$ cat src/rtl/wbx_pkg.sv
package wbx_pkg;

    typedef enum logic [3:0] {
        OP_STEP    = 4'b0010,
        OP_RD_WCR  = 4'b1001,
        OP_WR_WCR  = 4'b1010,
        OP_RD_DR   = 4'b1011,
        OP_WR_DR   = 4'b1100,
        OP_DR2WCR  = 4'b1101,
        OP_WCR2DR  = 4'b1110
    } wbx_op_e;

    typedef enum logic [1:0] {
        ST_RECALL,
        ST_IDLE,
        ST_STEP,
        ST_STORE
    } wbx_state_e;

endpackage

$ cat src/rtl/wbx_store.sv
module wbx_store #(
    parameter int DW   = 8,
    parameter int NENT = 16,
    localparam int AW  = $clog2(NENT)
) (
    input  logic          clk,
    input  logic          we,
    input  logic [AW-1:0] waddr,
    input  logic [DW-1:0] wdata,
    input  logic [AW-1:0] raddr,
    output logic [DW-1:0] rdata,
    output logic [DW-1:0] home_val
);
    logic [NENT*DW-1:0] flat;

    // one retained entry per slot; no reset, contents survive rst_n
    for (genvar i = 0; i < NENT; i++) begin : g_ent
        logic [DW-1:0] q;
        always_ff @(posedge clk) begin
            if (we && waddr == AW'(i)) begin
                q <= wdata;
            end
        end
        assign flat[i*DW +: DW] = q;
    end

    assign rdata    = flat[int'(raddr)*DW +: DW];
    assign home_val = flat[DW-1:0];
endmodule

$ cat src/rtl/wbx_wiper.sv
module wbx_wiper #(
    parameter int DW = 8
) (
    input  logic          clk,
    input  logic          rst_n,
    input  logic          load,
    input  logic [DW-1:0] load_val,
    input  logic          up,
    input  logic          dn,
    output logic [DW-1:0] q
);
    localparam logic [DW-1:0] TOP = '1;
    localparam logic [DW-1:0] BOT = '0;

    always_ff @(posedge clk or negedge rst_n) begin
        if (!rst_n) begin
            q <= '0;
        end else if (load) begin
            q <= load_val;
        end else if (up && !dn && q != TOP) begin
            q <= q + 1'b1;
        end else if (dn && !up && q != BOT) begin
            q <= q - 1'b1;
        end
    end

    a_r9_sat_high: assert property (@(posedge clk) disable iff (!rst_n)
        (up && !dn && !load && q == TOP) |=> q == TOP);
    a_r9_sat_low: assert property (@(posedge clk) disable iff (!rst_n)
        (dn && !up && !load && q == BOT) |=> q == BOT);
    a_r8_step_up: assert property (@(posedge clk) disable iff (!rst_n)
        (up && !dn && !load && q != TOP) |=> q == $past(q) + 1'b1);
endmodule

$ cat src/rtl/wbx_timer.sv
module wbx_timer #(
    parameter int CYCLES = 250000,
    localparam int CW    = $clog2(CYCLES + 1)
) (
    input  logic clk,
    input  logic rst_n,
    input  logic start,
    output logic done
);
    logic [CW-1:0] cnt;
    logic          active;

    always_ff @(posedge clk or negedge rst_n) begin
        if (!rst_n) begin
            cnt    <= '0;
            active <= 1'b0;
        end else if (start) begin
            cnt    <= CW'(CYCLES - 1);
            active <= 1'b1;
        end else if (active) begin
            if (cnt == '0) begin
                active <= 1'b0;
            end else begin
                cnt <= cnt - 1'b1;
            end
        end
    end

    assign done = active && cnt == '0;

    a_r4_no_restart: assert property (@(posedge clk) disable iff (!rst_n)
        start |-> !active);
endmodule

$ cat src/rtl/wiper_bank_exec.sv
module wiper_bank_exec
    import wbx_pkg::*;
#(
    parameter int DW        = 8,
    parameter int NREG      = 4,
    parameter int NBANK     = 4,
    parameter int WR_CYCLES = 250000
) (
    input  logic                     clk,
    input  logic                     rst_n,
    input  logic                     cmd_valid,
    input  logic [3:0]               cmd_op,
    input  logic [$clog2(NREG)-1:0]  reg_sel,
    input  logic [$clog2(NBANK)-1:0] bank_sel,
    input  logic [DW-1:0]            wr_data,
    input  logic                     step_up,
    input  logic                     step_dn,
    input  logic                     wp_n,
    output logic [DW-1:0]            rd_data,
    output logic                     busy,
    output logic [DW-1:0]            wiper
);
    localparam int NENT = NREG * NBANK;
    localparam int AW   = $clog2(NENT);

    wbx_state_e    state, state_n;
    logic          accept, bank0, step_en;
    logic          w_load;
    logic [DW-1:0] w_val;
    logic          st_go, t_done, mem_we;
    logic [AW-1:0] sel_addr, pend_addr;
    logic [DW-1:0] pend_data, pend_data_n, mem_rdata, home_val;
    logic          rd_ld;
    logic [DW-1:0] rd_val;

    assign sel_addr = {bank_sel, reg_sel};
    assign bank0    = (bank_sel == '0);
    assign accept   = cmd_valid && (state == ST_IDLE || state == ST_STEP);
    assign step_en  = (state == ST_STEP) && !accept;
    assign mem_we   = (state == ST_STORE) && t_done;
    assign busy     = (state == ST_RECALL) || (state == ST_STORE);

    // state register
    always_ff @(posedge clk or negedge rst_n) begin
        if (!rst_n) begin
            state <= ST_RECALL;
        end else begin
            state <= state_n;
        end
    end

    // next state and command decode
    always_comb begin
        state_n     = state;
        w_load      = 1'b0;
        w_val       = wr_data;
        st_go       = 1'b0;
        pend_data_n = wr_data;
        rd_ld       = 1'b0;
        rd_val      = wiper;
        unique case (state)
            ST_RECALL: begin
                w_load  = 1'b1;
                w_val   = home_val;
                state_n = ST_IDLE;
            end
            ST_STORE: begin
                if (t_done) state_n = ST_IDLE;
            end
            ST_IDLE, ST_STEP: begin
                if (accept) begin
                    case (cmd_op)
                        OP_RD_WCR: if (bank0) begin
                            rd_ld = 1'b1; rd_val = wiper; state_n = ST_IDLE;
                        end
                        OP_WR_WCR: if (bank0) begin
                            w_load = 1'b1; w_val = wr_data; state_n = ST_IDLE;
                        end
                        OP_RD_DR: begin
                            rd_ld = 1'b1; rd_val = mem_rdata; state_n = ST_IDLE;
                        end
                        OP_WR_DR: begin
                            state_n = ST_IDLE;
                            if (wp_n) begin
                                st_go = 1'b1; pend_data_n = wr_data; state_n = ST_STORE;
                            end
                        end
                        OP_DR2WCR: if (bank0) begin
                            w_load = 1'b1; w_val = mem_rdata; state_n = ST_IDLE;
                        end
                        OP_WCR2DR: if (bank0) begin
                            state_n = ST_IDLE;
                            if (wp_n) begin
                                st_go = 1'b1; pend_data_n = wiper; state_n = ST_STORE;
                            end
                        end
                        OP_STEP: if (bank0) state_n = ST_STEP;
                        default: ;
                    endcase
                end
            end
        endcase
    end

    // output registers
    always_ff @(posedge clk or negedge rst_n) begin
        if (!rst_n) begin
            rd_data   <= '0;
            pend_addr <= '0;
            pend_data <= '0;
        end else begin
            if (rd_ld) rd_data <= rd_val;
            if (st_go) begin
                pend_addr <= sel_addr;
                pend_data <= pend_data_n;
            end
        end
    end

    wbx_store #(.DW(DW), .NENT(NENT)) u_store (
        .clk     (clk),
        .we      (mem_we),
        .waddr   (pend_addr),
        .wdata   (pend_data),
        .raddr   (sel_addr),
        .rdata   (mem_rdata),
        .home_val(home_val)
    );

    wbx_wiper #(.DW(DW)) u_wiper (
        .clk     (clk),
        .rst_n   (rst_n),
        .load    (w_load),
        .load_val(w_val),
        .up      (step_up && step_en),
        .dn      (step_dn && step_en),
        .q       (wiper)
    );

    wbx_timer #(.CYCLES(WR_CYCLES)) u_timer (
        .clk  (clk),
        .rst_n(rst_n),
        .start(st_go),
        .done (t_done)
    );

    a_r1_recall: assert property (@(posedge clk) disable iff (!rst_n)
        state == ST_RECALL |=> wiper == $past(home_val));
    a_r4_store_holds_wiper: assert property (@(posedge clk) disable iff (!rst_n)
        state == ST_STORE |=> $stable(wiper));
    a_r5_protect_no_busy: assert property (@(posedge clk) disable iff (!rst_n)
        (accept && !wp_n && (cmd_op == OP_WR_DR || cmd_op == OP_WCR2DR)) |=> !busy);
endmodule

$ cat config.mk
export PLATFORM = sky130hd
export DESIGN_NAME = wiper_bank_exec
export DESIGN_NICKNAME = d
export VERILOG_FILES = /design/src/rtl/wbx_pkg.sv /design/src/rtl/wbx_store.sv /design/src/rtl/wbx_wiper.sv /design/src/rtl/wbx_timer.sv /design/src/rtl/wiper_bank_exec.sv
export SDC_FILE = /design/constraint.sdc
export NUM_CORES = 1
export LEC_CHECK = 0
export BUFFER_PORTS_ARGS = -buffer_cell sky130_fd_sc_hd__buf_4
export CAP_MARGIN = 20
export CORE_UTILIZATION = 32
export CTS_CLUSTER_SIZE = 16
export DETAILED_ROUTE_END_ITERATION = 8
export HOLD_SLACK_MARGIN = 0.08
export PLACE_DENSITY = 0.58
export SETUP_SLACK_MARGIN = 0.4
export SLEW_MARGIN = 25
export SYNTH_ARGS = -nofsm -noshare
export SYNTH_HDL_FRONTEND = slang
export SYNTH_SLANG_ARGS = --single-unit
$ cat constraint.sdc
create_clock -name clk -period 3.2 [get_ports clk]
set_input_delay 0.32 -clock clk [delete_from_list [all_inputs] [get_ports clk]]
set_output_delay 0.32 -clock clk [all_outputs]
set_load 0.02 [all_outputs]
==> impl_metrics.tcl <==
set metrics [dict create \
    hold_class "input pin to flop" \
    reg2reg_from "state[0]$_DFFE_PN0P_" \
    cts_buffers 17 \
    finalNetCount 649 \
    critPathLaunchType "flop" \
    crit_arrival_ns 3.01 \
    power_leakage_uw 0.00335 \
    cts_tree "yes" \
    syn_nets 589 \
    start_util_pct 32.7 \
    peakVddDrop_uv 314 \
    synth_common_cells "128 x edfxtp_1, 52 x nand2_1, 49 x dfrtp_1" \
    ys_seq_area_share_pct 63.5 \
    critPathSlowestCell "dfrtp_1" \
    wl_mm 17.9 \
    synth_top_area_cell "edfxtp_1" \
    clock_sinks 177 \
    h-tree-depth 4 \
    seq_area_um2 5080 \
    crit_path_end_kind "flop" \
    top_level_ports 39 \
    place_area_um2 8770 \
    first_iter_violations 484 \
    clock_latency_ns 0.43 \
    ant_nets 0 \
    num_antenna_cells 0 \
    synth_top_cell_area_share_pct 48.1 \
    io_buffers 38 \
    worstMarginPinSlew_ns 0.673 \
    cellPowerDensity_nw_per_um2 700 \
    vias 4852 \
    drtPass1Iterations 4 \
    die_area_um2 25600 \
    reg2reg_depth 11 \
    total_power_uw 6670 \
    fin_cells 949 \
    clock-root-buffer "clkbuf_16" \
    clkTransAtPathRegs_ns 0.07 \
    async_flop_share_pct 27.7 \
    multi_input_area_um2 2890 \
    gp_congestion 0.803 \
    rows 57 \
    outcome "completed" \
    slew_headroom_pct 55.1 \
    hold_ws_ns 0.196 \
    path_common_cell "ha_4" \
    ys_dominant_reg_cell "edfxtp_1" \
    grt_use_total_pct 14.7 \
    antenna_found_initial 0 \
    chipHeight_um 160 \
    endpoint "u_wiper.q[7]$_DFFE_PN0P_" \
    crit_chain "inv_2 > ha_4 > a21boi_4 > o2111ai_4 > ha_4 > a21oi_2 > o211ai_1 > o41ai_2 > mux2i_1 > xnor2_1 > a21oi_1" \
    critPathRequiredTime_ns 3.50 \
    ys_ff_latch 177 \
    ys_types 56 \
    fillerInstances 2270 \
    grt.overflow.total 0 \
    hold_viol 0 \
    synth_edf_count 128 \
    chipWidth_um 160 \
    fmax_mhz 369 \
    synthCells 553 \
    grt_pass1_vias 5051 \
    synthTopCellsByArea "edfxtp_1 48%, dfrtp_1 15%, mux4_2 9.9%" \
    stdcell_area_um2 9530 \
    avgSynthCellArea_um2 14.4 \
    drive_above_1_share_pct 27.2 \
    slew_violations 0 \
    rsz0062_at_grt "yes" \
    via_per_inst 5.11 \
    setup.worst_path.start "state[0]$_DFFE_PN0P_" \
    ys_warn_count 0 \
    synth.most_common_cell "edfxtp_1" \
    worstReg2RegEnd "u_wiper.q[7]$_DFFE_PN0P_" \
    path_class "flop to flop" \
    drv_cap 0 \
    dp_cells 913 \
    grt_pass1_wl_mm 28.8 \
    skew_ns 0.00841 \
    drc 0 \
    slowest_delay_ns 0.39 \
    regToRegSetupSlack_ns 0.49 \
    grt_max_degree 50 \
    wire_per_inst_um 18.9 \
    min_period_ns 2.71 \
    fin_crit_sh_pct 84.7 \
    synth_area_um2 7990 \
    core_um2 24400 \
    setup_viol 0 \
    area_delta_synth_final_pct 19.3 \
    clk_path_buf_depth 2 \
    cp_max_fo 6 \
    hpwl_mm 12.1 \
]
metrics by stage:
step / worst slack [ns] / setup TNS (ns) / util [%]
5_1_grt: 0.330 / 0 / 39.1
2_1_floorplan: 0.281 / 0 / -
3_3_place_gp: 0.0694 / 0 / 36.0
4_1_cts: 0.408 / 0 / 38.6
6_report: 0.490 / 0 / 39.1
3_5_place_dp: -0.0791 / -0.0791 / 36.0
cell families after synthesis:
group	count (synthesis)	share of synthesized area (%)
multiplexers	63	13.4
AO/OA/AOI/OAI	87	7.16
buffers and inverters	41	2.01
AND/OR/NAND/NOR	153	9.65
flip-flops	177	63.5
adder cells (fa/ha/maj)	14	2.29
XOR/XNOR	18	1.97
flip-flops by register name (all words and copies together) (netlist names):
name	count
pend_addr	4
pend_data	8
rd_data	8
state	2
u_store.g_ent.q	120
u_store.home_val	8
u_timer.active	1
u_timer.cnt	18
u_wiper.q	8
metal layers:
layer  vias up  wire length (um)  track usage [%]
li1       2247                 -                -
met1      2491              8390             20.2
met2        86              8630             23.3
met3        28               584             2.99
met4         0               291             4.89
met5         -                 0                0
timing repair:
item | 4_1_cts | 5_1_grt
endpoints found under the hold margin | 49 | 0
setup endpoints to repair | 5 | 43
resized for setup | 4 | 23
setup buffers | 4 | 0
pin swaps | 2 | 10
hold buffers | 1 | 0
placed cells by master (no fill, tap or decap), types with 3 or more instances in the layout:
master	instances
inv_1	15
inv_6	4
dfrtp_1	43
or4_1	3
a21oi_1	18
mux4_2	35
nor2_1	30
or3_1	5
mux2_2	4
a211o_1	3
nor3_1	6
clkbuf_16	17
dfrtp_2	6
nand3b_1	5
ha_4	5
xnor2_1	12
nor3_2	3
o211ai_1	10
nand2_1	52
nand3_1	17
xor2_1	6
mux2i_1	24
edfxtp_1	128
ha_1	7
or4_4	3
nand4_1	4
nand2b_1	6
nor4_1	3
and3_1	3
buf_4	63
o21ai_0	30
layout make-up:
class	count	area share, %
sequential	177	53.3
multi-input combinational	335	30.3
timing repair buffer	66	5.40
clock buffer	18	4.51
tap	324	4.26
clock inverter	13	1.58
inverter	16	0.631
power by group:
group | total (uW) | internal [uW] | switching (uW)
registers | 3230 | 2810 | 419
logic | 1380 | 631 | 750
clock network | 2060 | 1160 | 893
how the worst min path moves through the flow:
stage	start	depth (start not counted)	to
6_report	wr_data[7]	3	u_wiper.q[7]$_DFFE_PN0P_
5_1_grt	wr_data[7]	3	u_wiper.q[7]$_DFFE_PN0P_
4_1_cts	wr_data[7]	3	u_wiper.q[7]$_DFFE_PN0P_
3_5_place_dp	rst_n	1	u_timer.cnt[16]$_DFFE_PN0P_
3_3_place_gp	rst_n	1	u_timer.cnt[11]$_DFFE_PN0P_
2_1_floorplan	rst_n	0	pend_addr[0]$_DFFE_PN0P_
worst max-delay path: cells and delay by family (launching register included):
kind | cells | cell delay, ns
muxes | 1 | 0.27
buffers and inverters | 1 | 0.08
AOI/OAI and AO/OA | 6 | 1.16
adders and majority gates | 2 | 0.53
xor gates and xnor gates | 1 | 0.14
DFF | 1 | 0.39
(Power assumes the default switching activity.)
